==> config.mk <==
export PLATFORM = sky130hd
export DESIGN_NAME = pc_next_unit
export DESIGN_NICKNAME = d
export VERILOG_FILES = /design/src/rtl/pcu_pkg.sv /design/src/rtl/pcu_target_gen.sv /design/src/rtl/pcu_src_qualify.sv /design/src/rtl/pcu_src_mux.sv /design/src/rtl/pcu_pc_reg.sv /design/src/rtl/pc_next_unit.sv
export SDC_FILE = /design/constraint.sdc
export NUM_CORES = 1
export LEC_CHECK = 0
export BUFFER_PORTS_ARGS = -buffer_cell sky130_fd_sc_hd__clkbuf_2
export CAP_MARGIN = 20
export CORE_MARGIN = 2
export CORE_UTILIZATION = 45
export DETAILED_ROUTE_END_ITERATION = 10
export PLACE_DENSITY = 0.76
export SLEW_MARGIN = 20
export SYNTH_ARGS = -nofsm -noshare
export SYNTH_HDL_FRONTEND = slang
export SYNTH_SLANG_ARGS = --single-unit
==> constraint.sdc <==
create_clock -name clk -period 5.2 [get_ports clk]
set_input_delay 0.26 -clock clk [delete_from_list [all_inputs] [get_ports clk]]
set_output_delay 0.26 -clock clk [all_outputs]
set_load 0.02 [all_outputs]
==> src/rtl/pcu_pkg.sv <==
// Shared definitions for the next-PC unit.
// Assumes a two-bit source select with four fixed codes.
package pcu_pkg;

    localparam int SEL_W   = 2;
    localparam int NUM_SRC = 4;

    // Code order fixes the multiplexer input index of each source.
    typedef enum logic [SEL_W-1:0] {
        SRC_SEQ    = 2'b00,
        SRC_BRANCH = 2'b01,
        SRC_JUMP   = 2'b10,
        SRC_REG    = 2'b11
    } pc_src_e;

endpackage

==> src/rtl/pcu_target_gen.sv <==
// Computes the candidate next addresses from the current PC.
// Assumes instructions of INSTR_BYTES bytes, with the branch offset in the
// low IMM_W bits and the jump index in the low IDX_W bits of the word.
module pcu_target_gen #(
    parameter int XLEN        = 32,
    parameter int INSTR_BYTES = 4,
    parameter int IMM_W       = 16,
    parameter int IDX_W       = 26
) (
    input  logic [XLEN-1:0]  pc_q,
    input  logic [IDX_W-1:0] instr_low,
    output logic [XLEN-1:0]  seq_addr,
    output logic [XLEN-1:0]  br_addr,
    output logic [XLEN-1:0]  jmp_addr
);

    localparam int SHIFT  = $clog2(INSTR_BYTES);
    localparam int SEXT_W = XLEN - IMM_W - SHIFT;
    localparam int HI_W   = XLEN - IDX_W - SHIFT;

    logic [IMM_W-1:0] imm;
    logic [XLEN-1:0]  offset;

    // Sequential address, branch displacement and both targets.
    always_comb begin
        imm      = instr_low[IMM_W-1:0];
        seq_addr = pc_q + XLEN'(INSTR_BYTES);
        offset   = {{SEXT_W{imm[IMM_W-1]}}, imm, {SHIFT{1'b0}}};
        br_addr  = seq_addr + offset;
        jmp_addr = {seq_addr[XLEN-1 -: HI_W], instr_low, {SHIFT{1'b0}}};
    end

endmodule

==> src/rtl/pcu_src_qualify.sv <==
// Turns the raw source select into the effective one. A branch that is not
// both enabled and taken, or a jump with the jump control low, falls back
// to the sequential address.
module pcu_src_qualify
    import pcu_pkg::*;
(
    input  pc_src_e sel_raw,
    input  logic    branch_en,
    input  logic    jump_en,
    input  logic    alu_zero,
    output pc_src_e sel_eff
);

    // Apply the enable gating for each kind of source.
    always_comb begin
        unique case (sel_raw)
            SRC_BRANCH: sel_eff = (branch_en && alu_zero) ? SRC_BRANCH : SRC_SEQ;
            SRC_JUMP:   sel_eff = jump_en ? SRC_JUMP : SRC_SEQ;
            SRC_REG:    sel_eff = jump_en ? SRC_REG : SRC_SEQ;
            default:    sel_eff = SRC_SEQ;
        endcase
    end

endmodule

==> src/rtl/pcu_src_mux.sv <==
// Multiplexer with one input per next-address kind, built as a one-hot
// AND-OR. Assumes every select code has its own input.
module pcu_src_mux #(
    parameter int XLEN    = 32,
    parameter int NUM_SRC = 4,
    parameter int SEL_W   = 2
) (
    input  logic [NUM_SRC-1:0][XLEN-1:0] cand,
    input  logic [SEL_W-1:0]             sel,
    output logic [XLEN-1:0]              addr
);

    logic [NUM_SRC-1:0] hot;

    // One decode line per input.
    for (genvar g = 0; g < NUM_SRC; g++) begin : g_dec
        assign hot[g] = (sel == SEL_W'(g));
    end

    // OR together the one input that is enabled.
    always_comb begin
        addr = '0;
        for (int i = 0; i < NUM_SRC; i++) begin
            addr = addr | (cand[i] & {XLEN{hot[i]}});
        end
    end

endmodule

==> src/rtl/pcu_pc_reg.sv <==
// Program counter register with a synchronous active-low reset.
// Assumes the reset address is aligned to an instruction.
module pcu_pc_reg #(
    parameter int              XLEN       = 32,
    parameter logic [XLEN-1:0] RESET_ADDR = '0
) (
    input  logic            clk,
    input  logic            rst_n,
    input  logic [XLEN-1:0] d,
    output logic [XLEN-1:0] q
);

    // Load the reset address, or capture the next PC at each edge.
    always_ff @(posedge clk) begin
        if (!rst_n) q <= RESET_ADDR;
        else        q <= d;
    end

endmodule

==> src/rtl/pc_next_unit.sv <==
// Next program counter selection unit: holds the PC and selects the next
// instruction address among sequential, branch, jump and register targets.
// Assumes single-cycle use: every input is valid for the whole cycle.
module pc_next_unit
    import pcu_pkg::*;
#(
    parameter int              XLEN        = 32,
    parameter int              INSTR_BYTES = 4,
    parameter int              IMM_W       = 16,
    parameter int              IDX_W       = 26,
    parameter logic [XLEN-1:0] RESET_ADDR  = '0
) (
    input  logic             clk,
    input  logic             rst_n,
    input  logic [IDX_W-1:0] instr_low,
    input  logic             branch_en,
    input  logic             jump_en,
    input  logic [SEL_W-1:0] pc_src_sel,
    input  logic             alu_zero,
    input  logic [XLEN-1:0]  reg_target,
    output logic [XLEN-1:0]  pc_q,
    output logic [XLEN-1:0]  pc_plus4,
    output logic [XLEN-1:0]  pc_next
);

    localparam int SHIFT = $clog2(INSTR_BYTES);
    localparam int HI_W  = XLEN - IDX_W - SHIFT;

    logic [XLEN-1:0]              seq_addr, br_addr, jmp_addr;
    logic [NUM_SRC-1:0][XLEN-1:0] cand;
    pc_src_e                      sel_eff;

    pcu_target_gen #(
        .XLEN(XLEN), .INSTR_BYTES(INSTR_BYTES), .IMM_W(IMM_W), .IDX_W(IDX_W)
    ) u_targets (
        .pc_q(pc_q), .instr_low(instr_low),
        .seq_addr(seq_addr), .br_addr(br_addr), .jmp_addr(jmp_addr)
    );

    pcu_src_qualify u_qualify (
        .sel_raw(pc_src_e'(pc_src_sel)), .branch_en(branch_en),
        .jump_en(jump_en), .alu_zero(alu_zero), .sel_eff(sel_eff)
    );

    // Place each candidate on the mux input its select code names.
    always_comb begin
        cand             = '0;
        cand[SRC_SEQ]    = seq_addr;
        cand[SRC_BRANCH] = br_addr;
        cand[SRC_JUMP]   = jmp_addr;
        cand[SRC_REG]    = reg_target;
    end

    pcu_src_mux #(
        .XLEN(XLEN), .NUM_SRC(NUM_SRC), .SEL_W(SEL_W)
    ) u_mux (
        .cand(cand), .sel(sel_eff), .addr(pc_next)
    );

    pcu_pc_reg #(
        .XLEN(XLEN), .RESET_ADDR(RESET_ADDR)
    ) u_pc (
        .clk(clk), .rst_n(rst_n), .d(pc_next), .q(pc_q)
    );

    assign pc_plus4 = seq_addr;

    // Port-level checks on the selection and the register.
    p_plus4_r2: assert property (@(posedge clk) disable iff (!rst_n)
        pc_plus4 == pc_q + XLEN'(INSTR_BYTES));

    p_seq_step_r2: assert property (@(posedge clk) disable iff (!rst_n)
        (pc_src_sel == SRC_SEQ) |=> (pc_q == $past(pc_q) + XLEN'(INSTR_BYTES)));

    p_branch_fallback_r4: assert property (@(posedge clk) disable iff (!rst_n)
        (pc_src_sel == SRC_BRANCH && !(branch_en && alu_zero)) |-> (pc_next == pc_plus4));

    p_branch_taken_r3: assert property (@(posedge clk) disable iff (!rst_n)
        (pc_src_sel == SRC_BRANCH && branch_en && alu_zero)
            |-> (pc_next - pc_plus4 == XLEN'($signed(instr_low[IMM_W-1:0])) <<< SHIFT));

    p_jump_region_r5: assert property (@(posedge clk) disable iff (!rst_n)
        (pc_src_sel == SRC_JUMP && jump_en)
            |-> (pc_next[XLEN-1 -: HI_W] == pc_plus4[XLEN-1 -: HI_W]
                 && pc_next[SHIFT +: IDX_W] == instr_low));

    p_reg_target_r6: assert property (@(posedge clk) disable iff (!rst_n)
        (pc_src_sel == SRC_REG && jump_en) |-> (pc_next == reg_target));

    p_jump_gated_r7: assert property (@(posedge clk) disable iff (!rst_n)
        (pc_src_sel[1] && !jump_en) |-> (pc_next == pc_plus4));

    p_capture_r8: assert property (@(posedge clk) disable iff (!rst_n)
        1'b1 |=> (pc_q == $past(pc_next)));

endmodule

After elaboration in Yosys (flattened, before gate mapping)
Cells that the tools add are included.
Storage, ports and cells
  bits of input ports: 65
  output and inout bits: 96
  logic and storage cells: 22
  bits in registers: 32
Operators by class
  muxes and demuxes: 4
  $add $sub $neg: 2
  bitwise gates (word level): 7
  reduce and logical (&&, ||, !) cells: 2
  equal/unequal tests: 6
Operators by type and width (number)
  AND 32 bit: 4
  bitwise OR 32 bit: 3
  adder 32 x 3 -> 32 bit, second input constant: 1
  adder 32 bit: 1
  == test 2 bit, second input constant: 4
  case mux 2 bit (3 select lines): 1
  == test 2 x 1 -> 1 bit, second input constant: 2
  2-to-1 mux 2 bit: 2
  zero test 2 bit: 1
  logical AND 1 bit: 1
  2-to-1 mux 1 bit: 1

Depth between registers and ports, before layout
Gate-level depths: netlist of run 1.
  word-level depth: 8
  gate-level depth with buffers: 17
  mapped depth without buffers: 16

By module
Synthesis of run 1 repeated with hierarchy kept, for this count alone.
Second synthesis, totals
  cells, all modules: 482
  area, all modules: 4347.9 µm²
By module, submodules not included
  pcu_target_gen: area an instance 2611.3 µm², instances 1, cells an instance 372, sequential area each 0.0 µm²
  pcu_pc_reg: area an instance 895.9 µm², instances 1, cells an instance 67, sequential area each 640.6 µm²
  pcu_src_mux: area an instance 818.3 µm², instances 1, cells an instance 40, sequential area each 0.0 µm²
  pcu_src_qualify: area an instance 22.5 µm², instances 1, cells an instance 3, sequential area each 0.0 µm²

Least setup slack after synthesis of run 1
Ideal clock, no wire load.
  path kind: register to output
  from: register u_pc.q[4]
  to: output port pc_next[31]
  path buffers: 1
  slack: 767 ps
  required time: 4940 ps
  arrival time: 4173 ps
  stages on the path, launching flop included: 18
  cells stage by stage: dfxtp_1 > and3_1 > and4_1 > nor2b_1 > nor3b_2 > nand3_1 > xnor2_1 > ha_1 > buf_2 > nand2_1 > o21ai_1 > or2_2 > a311oi_2 > nor2_2 > a41oi_2 > xor2_1 > or3_2 > nand3_1
Between the ends
  longest elaborated chain between the ends: 6
  elaborated cells on any way between the ends: 8
  those cells by class: add/sub (2); bitwise (6)
Ends and longest elaborated chain
  start, declared: line pcu_pc_reg.sv:10  | output logic [XLEN-1:0] q
  start signal, assigned: line pcu_pc_reg.sv:15  | if (!rst_n) q <= RESET_ADDR;
  start signal, assigned: line pcu_pc_reg.sv:16  | else q <= d;
  adder 32 x 3 -> 32 bit: line pcu_target_gen.sv:27  | seq_addr = pc_q + XLEN'(INSTR_BYTES);
  via pc_plus4[21]: line pc_next_unit.sv:22  | output logic [XLEN-1:0] pc_plus4,
  adder 32 bit: line pcu_target_gen.sv:29  | br_addr = seq_addr + offset;
  AND 32 bit: line pcu_src_mux.sv:24  | addr = addr | (cand[i] & {XLEN{hot[i]}});
  bitwise OR 32 bit (3 in series): line pcu_src_mux.sv:24
  end, declared: line pc_next_unit.sv:23  | output logic [XLEN-1:0] pc_next
The timed path passes the listed nets, and every way through them passes these cells.

Final worst setup path of run 1
  from: register u_pc.q[4]
  to: output port pc_next[31]
Between the ends
  longest elaborated chain between the ends: 6
  elaborated cells on any way between the ends: 8
  those cells by class: add/sub (2); bitwise (6)
Ends and longest elaborated chain (line)
  adder 32 x 3 -> 32 bit (*): pcu_target_gen.sv:27
  adder 32 bit: pcu_target_gen.sv:29
  AND 32 bit: pcu_src_mux.sv:24
  bitwise OR 32 bit: pcu_src_mux.sv:24
  bitwise OR 32 bit (*) (2 in series): pcu_src_mux.sv:24
Mark *: on every way between the ends. The rest lies on a longest branch, timed or not.

==> impl_metrics.toml, run 1 <==
[outcome]
run_status = "completed"

[die]
die_x_um = 96.42
num_rows = 33
die_y_um = 96.42
coreArea_mm2 = 0.008258
fp.dieArea_mm2 = 0.009297
pin_count = 161
start_util_pct = 46.55

[timing]
final_hold_viol_count = 0
timing.final.max_slew_violations = 0
clock-skew-final_ns = 0.007216
fin_crit_ns = 4.773
setup_tns_ns = 0
layout_worst_path_cycle_share_pct = 91.80
setup_repair_after_global_routing_missed_its_margin = "no"
tightestPinTransition_ns = 0.9971
finalHoldWorstSlack_ns = 0.2344
max_freq_mhz = 209.5
finalSetupViolCount = 0
relSlewSlack_pct = 33.28

[clock_network]
cts-root-buf = "clkbuf_8"
h-tree-depth = 2
maximum_count_of_clock_buffers_along_a_single_path = 2
cts.hold.buffers_added = 0
clkLatencyLatePin_ns = 0.28
cts_buffers = 5
clkSlewWorstSetupHoldPaths_ns = 0.07
clock-sinks = 32
cts_tree = "built"

[worst_setup_path]
start_kind = "register"
critical_path_required_ns = 4.94
timing.critical_path.max_delay_family = "simple AND/OR/NAND/NOR gates"
critical_path.max_fanout = 8
worst-path-buf-inv = 1
cell_chain_of_the_critical_path = "and3_1 -> and4_1 -> nor2b_1 -> nor3b_2 -> nand3_1 -> xnor2_1 -> ha_1 -> nand2_1 -> o21ai_1 -> or2_2 -> a311oi_2 -> nor2_2 -> a41oi_2 -> xor2_1 -> or3_2 -> nand3_1 -> clkbuf_2"
max_stage_delay_ns = 0.44
worst_path_max_delay_cell = "or3_2"
end_kind = "output pin"
path_class = "register to output pin"
worst_path_most_repeated_cell = "nand3_1"
critical_path_arrival_ns = 4.51

[finish]
signed_area_change_from_the_synthesized_netlist_to_the_final_layout_pct = 25.42
n_fill_cell = 828
nNetsFinal = 748
multi_input_area_mm2 = 0.003050
layout_top_registers = "u_pc.q: 32 flops"
layout.area.seq_um2 = 640.6
antennaDiodeCount = 0
fraction_of_final_layout_cells_sized_beyond_drive_strength_1_pct = 29.78
largest_register_ffs = 32
regMostFlops = "u_pc.q"

[yosys]
synth-edff-count = 0
ys_seq_elements = 32
yosysUniqueCellTypes = 58
synth-async-reset-ratio_pct = 0
synth_ff_type = "dfxtp_1"
syn_nets = 599
syn_inst = 499
fraction_of_the_yosys_area_taken_by_sequential_cells_pct = 16.67
synthesis.area_mm2 = 0.003844
yosys_warnings = 0
syn_area_per_cell_um2 = 7.703

[pwr]
pwr_density_cell_mw_per_mm2 = 207.0
pwr-share-seq_pct = 28.5
switching_share_pct = 43.03
comb_power_share_pct = 49.9
static-leakage-power_nw = 2.490
worst_ir_drop_vdd_mv = 0.1086
power.net_switching_uw = 429.4
intPower_uw = 568.4
share_clk_of_total_power_pct = 21.6

[global_routing]
grt_most_used_layer = "met2"
antenna_violations_before_repair = 0
grt_usage_pct = 27.53
wire_length_of_the_first_global_routing_pass_mm = 20.15
gr-usage-met1_pct = 33.35
groute.layer.met2.usage_pct = 48.55
grt.met3_usage_pct = 5.431
grt_start_max_net_pins = 34
vias_in_the_first_global_route = 4178
globalRouteOverflowTotal = 0

[detailed_routing]
firstDrtPassIters = 4
avgViaCountPerCell = 5.847
drtAntennaViolNets = 0
routed_wl_mm = 12.88
drc_errors = 0
dr_total_vias = 4403
wl_per_cell_um = 17.10
detailedRoute.firstIterationViolations = 258

[hold_path]
worst_hold_path_type = "input port to register"

[flow_run]
max_cap_viol_count = 0

[place]
globalplace.congestion = 0.9179
hpwlAfterDp_mm = 10.40
port-buffer-count = 160
==> cells in the final DEF, fill, tap and decap left out, types with 3 or more instances in the layout <==
master / count
a221oi_1: 4
o21ai_0: 14
clkbuf_2: 160
nor2_1: 32
dfxtp_1: 32
mux2i_1: 28
a21oi_1: 34
nand3_1: 21
o21bai_1: 5
ha_1: 34
buf_4: 7
o221ai_1: 17
o21ai_1: 4
inv_1: 13
clkbuf_8: 7
xor2_1: 21
nand4_1: 9
and3_1: 9
nand2b_1: 3
a21o_1: 16
a221o_1: 5
a31oi_1: 5
nand2_1: 62
xnor2_1: 30
and2_1: 29
nor3_1: 6
==> what timing repair did <==
item | CTS | global route
hold endpoints to repair | 0 | 0
setup buffers | 0 | 3
setup endpoints to repair | 0 | 1
gates resized for setup | 0 | 1
==> cell families (layout without fill, tap and decap cells) <==
logic type               after synthesis  in the layout  synth area share [%]
buffers and inverters                 38            187                 4.102
flip-flops                            32             32                 16.67
adder cells (fa/ha/maj)               35             35                 11.59
AO/OA/AOI/OAI                        125            125                 23.80
AND/OR/NAND/NOR                      189            189                 24.51
multiplexers                          28             28                 7.292
XOR/XNOR                              52             52                 12.04
==> final cells by class <==
cell class	count	share of cell area (%)
inverter	13	1.012
clock buffer	7	1.998
tap	105	2.725
multi-input combinational	429	63.28
sequential	32	13.29
timing repair buffer	167	17.70
==> power by group through the flow <==
stage / sequential, mW / clock, mW / combinational, mW
3_3_place_gp: 0.289 / 0 / 0.485
3_5_place_dp: 0.290 / 0 / 0.493
6_report: 0.285 / 0.215 / 0.498
5_1_grt: 0.287 / 0.234 / 0.541
4_1_cts: 0.284 / 0.220 / 0.495
2_1_floorplan: 0.304 / 0 / 0.321
==> path summary, 6_finish.rpt <==
check        depth (start not counted)          end            from  slack (ns)
min                                  3   u_pc.q[31]  reg_target[31]        0.23
min reg2reg                          2    u_pc.q[0]       u_pc.q[0]        0.51
max reg2reg                         16   u_pc.q[31]       u_pc.q[4]        0.99
max                                 17  pc_next[31]       u_pc.q[4]        0.43
==> metrics by stage <==
step / instance area (um2) / cells / setup slack [ns] / power (mW) / utilization, %
after detailed placement: 4697 / 743 / 0.6879 / 0.7826 / 56.88
after global routing: 4821 / 753 / 0.004362 / 1.062 / 58.38
after CTS: 4793 / 750 / 0.3287 / 0.9996 / 58.05
final: 4821 / 753 / 0.4266 / 0.9978 / 58.38
after global placement: 4697 / 743 / 0.8603 / 0.7736 / 56.88
after floorplan: 3844 / 499 / 0.7675 / 0.6259 / -
==> tightest hold or removal path, cell delays in order <==
cell and delay (ns):
clkbuf_2 0.08, nand2_1 0.06, a31oi_1 0.07
==> cells in the mapped netlist (3+ instances only) <==
cell,instances,area [um2]
o221ai_1,17,148.9
ha_1,34,425.4
inv_1,13,48.80
a21o_1,16,120.1
a221o_1,5,50.05
o21ai_0,14,70.07
nand4_1,9,56.30
and2_1,29,181.4
nand3_1,21,105.1
o21ai_1,4,20.02
nor3_1,7,35.03
dfxtp_1,32,640.6
o21bai_1,5,37.54
a21oi_1,34,170.2
xor2_1,21,183.9
buf_2,6,30.03
clkbuf_1,17,63.81
nand2b_1,3,18.77
and3_1,9,56.30
a221oi_1,4,35.03
xnor2_1,30,262.8
nor2_1,32,120.1
mux2i_1,28,280.3
a31oi_1,5,31.28
nand2_1,62,232.7
==> layer usage <==
metal	vias up	routed length, um
met5	-	0
met4	0	300
met1	2040	5318
met3	29	1017
li1	2128	-
met2	206	6238
No activity file was read; power rests on OpenSTA's default activity.
==> run 2: changes to the inputs <==
--- a/config.mk
+++ b/config.mk
@@ -10,7 +10,7 @@
 export CORE_MARGIN = 2
 export CORE_UTILIZATION = 45
 export DETAILED_ROUTE_END_ITERATION = 10
-export PLACE_DENSITY = 0.76
+export PLACE_DENSITY = 0.79
 export SLEW_MARGIN = 20
 export SYNTH_ARGS = -nofsm -noshare
 export SYNTH_HDL_FRONTEND = slang
==> constraint.sdc (replaced) <==
create_clock -name clk -period 4 [get_ports clk]
set_input_delay 0.2 -clock clk [delete_from_list [all_inputs] [get_ports clk]]
set_output_delay 0.2 -clock clk [all_outputs]
set_load 0.02 [all_outputs]
==> run 2 against run 1 <==
Net effect:
- worst setup slack worse by 0.54 ns
- non-clock buffer count is 54 higher
- critical path type unchanged
- count of clock-buffer cells in the layout stayed put
- power is 48% higher
- register-to-register slack worse by 0.73 ns
- the flow now finishes with violations (negative setup slack)
- routed wire length is 14% higher
- highest routed layer unchanged
- sequential power is 29% higher
- sequential share of layout area is 1.6 points lower
- via count is 9.4% higher
- global-route usage is 2.5 points higher
- utilization is 9.4 points higher
- cell area is 16% higher
- largest power group unchanged
==> impl_metrics.toml, run 2 (same netlist as run 1, synthesis figures left out) <==
[die]
start_util_pct = 46.55
coreArea_mm2 = 0.008258
num_rows = 33
die_y_um = 96.42
die_x_um = 96.42
pin_count = 161
fp.dieArea_mm2 = 0.009297

[finish]
layout.area.seq_um2 = 654.4
nNetsFinal = 802
layout_top_registers = "u_pc.q: 32 flops"
final_cells = 808
layout_common_cells = "156 x clkbuf_2, 62 x buf_4, 59 x nand2_1"
n_fill_cell = 687
antennaDiodeCount = 0
largest_register_ffs = 32
multi_input_area_mm2 = 0.003357
post-route-cell-area_mm2 = 0.005599
signed_area_change_from_the_synthesized_netlist_to_the_final_layout_pct = 45.67
regMostFlops = "u_pc.q"
layout.cells.most_common = "clkbuf_2"
fraction_of_final_layout_cells_sized_beyond_drive_strength_1_pct = 43.24

[place]
numPlacedInstances = 785
hpwlAfterDp_mm = 11.15
port-buffer-count = 160
dpl_cell_area_mm2 = 0.005095
globalplace.congestion = 0.9321

[timing]
max_freq_mhz = 242.9
setup_repair_after_global_routing_missed_its_margin = "yes"
setup_tns_ns = -0.2229
setup_slack_ns = -0.1176
finalSetupViolCount = 4
tightestPinTransition_ns = 0.7434
relSlewSlack_pct = 50.25
layout_worst_path_cycle_share_pct = 102.9
clock-skew-final_ns = 0.005528
fin_crit_ns = 4.118
timing.final.max_slew_violations = 0
final_hold_viol_count = 0

[clock_network]
cts_tree = "built"
h-tree-depth = 2
clock-sinks = 32
clkSlewWorstSetupHoldPaths_ns = 0.07
clkLatencyLatePin_ns = 0.29
maximum_count_of_clock_buffers_along_a_single_path = 2
cts_buffers = 5
cts-root-buf = "clkbuf_8"

[pwr]
worst_ir_drop_vdd_mv = 0.1852
pwr_density_cell_mw_per_mm2 = 264.2
static-leakage-power_nw = 2.931

[detailed_routing]
firstDrtPassIters = 5
detailedRoute.firstIterationViolations = 259
avgViaCountPerCell = 5.959
wl_per_cell_um = 18.16
dr_total_vias = 4815
drc_errors = 0
routed_wl_mm = 14.67
drtAntennaViolNets = 0

[worst_setup_path]
critical_path_arrival_ns = 3.92
cp-startpoint = "u_pc.q[6]"
rr_worst_depth = 17
start_kind = "register"
r2r_start = "u_pc.q[6]"
critical_path.max_fanout = 4
critical_path_required_ns = 3.80
end_kind = "output pin"
path_class = "register to output pin"

[global_routing]
wire_length_of_the_first_global_routing_pass_mm = 21.74
vias_in_the_first_global_route = 4466
grt_start_max_net_pins = 29
grt_usage_pct = 30.02
globalRouteOverflowTotal = 0
antenna_violations_before_repair = 0

[outcome]
violations = "negative setup slack"
run_status = "finished with violations"

[hold_path]
worst_hold_path_type = "input port to register"
timing.hold.worst.start = "reg_target[1]"
worstHoldPathCells = 3

[flow_run]
max_cap_viol_count = 0
## run 2: cell count changes in the layout (fill, tap and decap cells not counted), moves of 4 or more
cell      before  now
a21oi_1       34   30
dfxtp_2        0    5
clkbuf_2     160  156
nand3_1       21   17
xnor2_2        1   12
nor2_1        32   28
xnor2_1       30   19
ha_2           0    7
dfxtp_1       32   25
ha_1          34   26
buf_4          7   62
## run 2: worst paths after layout
kind                               endpoint  slack [ns]
worst min-delay path              u_pc.q[1]        0.20
worst max-delay path            pc_next[31]       -0.12
worst min register to register    u_pc.q[0]        0.52
worst max register to register   u_pc.q[31]        0.26
## run 2: repair_timing
action,in CTS,in global routing
pin swaps,12,25
hold endpoints to repair,0,0
buffers inserted,4,10
resized for setup,22,39
hold buffers,0,0
setup endpoints to repair,8,12
## run 2: per-layer routing
| metal | part of all wire, % | routed length, um | up-vias | GRT usage (%) |
|---|---|---|---|---|
| met3 | 7.2 | 1061 | 45 | 4.732 |
| met2 | 49 | 7233 | 255 | 51.68 |
| li1 | - | - | 2226 | - |
| met5 | 0 | 0 | - | 0 |
| met1 | 41 | 5965 | 2289 | 38.26 |
| met4 | 2.8 | 412 | 0 | 9.859 |
## run 2: power by group
part / switching [mW] / total, mW / leakage (nW) / internal (mW)
combinational: 0.447 / 0.754 / 2.60 / 0.308
clock: 0.137 / 0.357 / 0.0645 / 0.220
sequential: 0.0262 / 0.368 / 0.265 / 0.342
## run 2: per-stage QoR
step	setup WS, ns	total power [mW]	util, %	hold WS [ns]
after CTS	-0.04847	1.434	64.77	0.1919
after global routing	-0.3281	1.552	67.80	0.1993
after global placement	0.1268	1.050	61.70	0.4901
final	-0.1176	1.479	67.80	0.1975
after detailed placement	0.006956	1.063	61.70	0.4981
after floorplan	0.002884	0.8185	-	0.3216
## run 2: critical path: stages (launching register included)
cell      delay (ns)
dfxtp_2         0.33
and3_4          0.20
nand3_2         0.10
nor2_4          0.10
nand4_1         0.25
nor3_2          0.28
xor2_1          0.30
ha_1            0.32
a21oi_1         0.25
o21bai_1        0.09
a21o_1          0.20
a31oi_1         0.18
o21bai_1        0.10
a41oi_2         0.19
xor2_1          0.11
or3_4           0.42
nand3_4         0.09
buf_8           0.11
## run 2: final cells by class
class | instances | share of cell area (%)
Multi-Input combinational cell | 429 | 59.96
Clock buffer | 7 | 1.721
Clock inverter | 1 | 0.5363
Sequential cell | 32 | 11.69
Tap cell | 105 | 2.346
Timing Repair Buffer | 221 | 22.88
Inverter | 13 | 0.8715
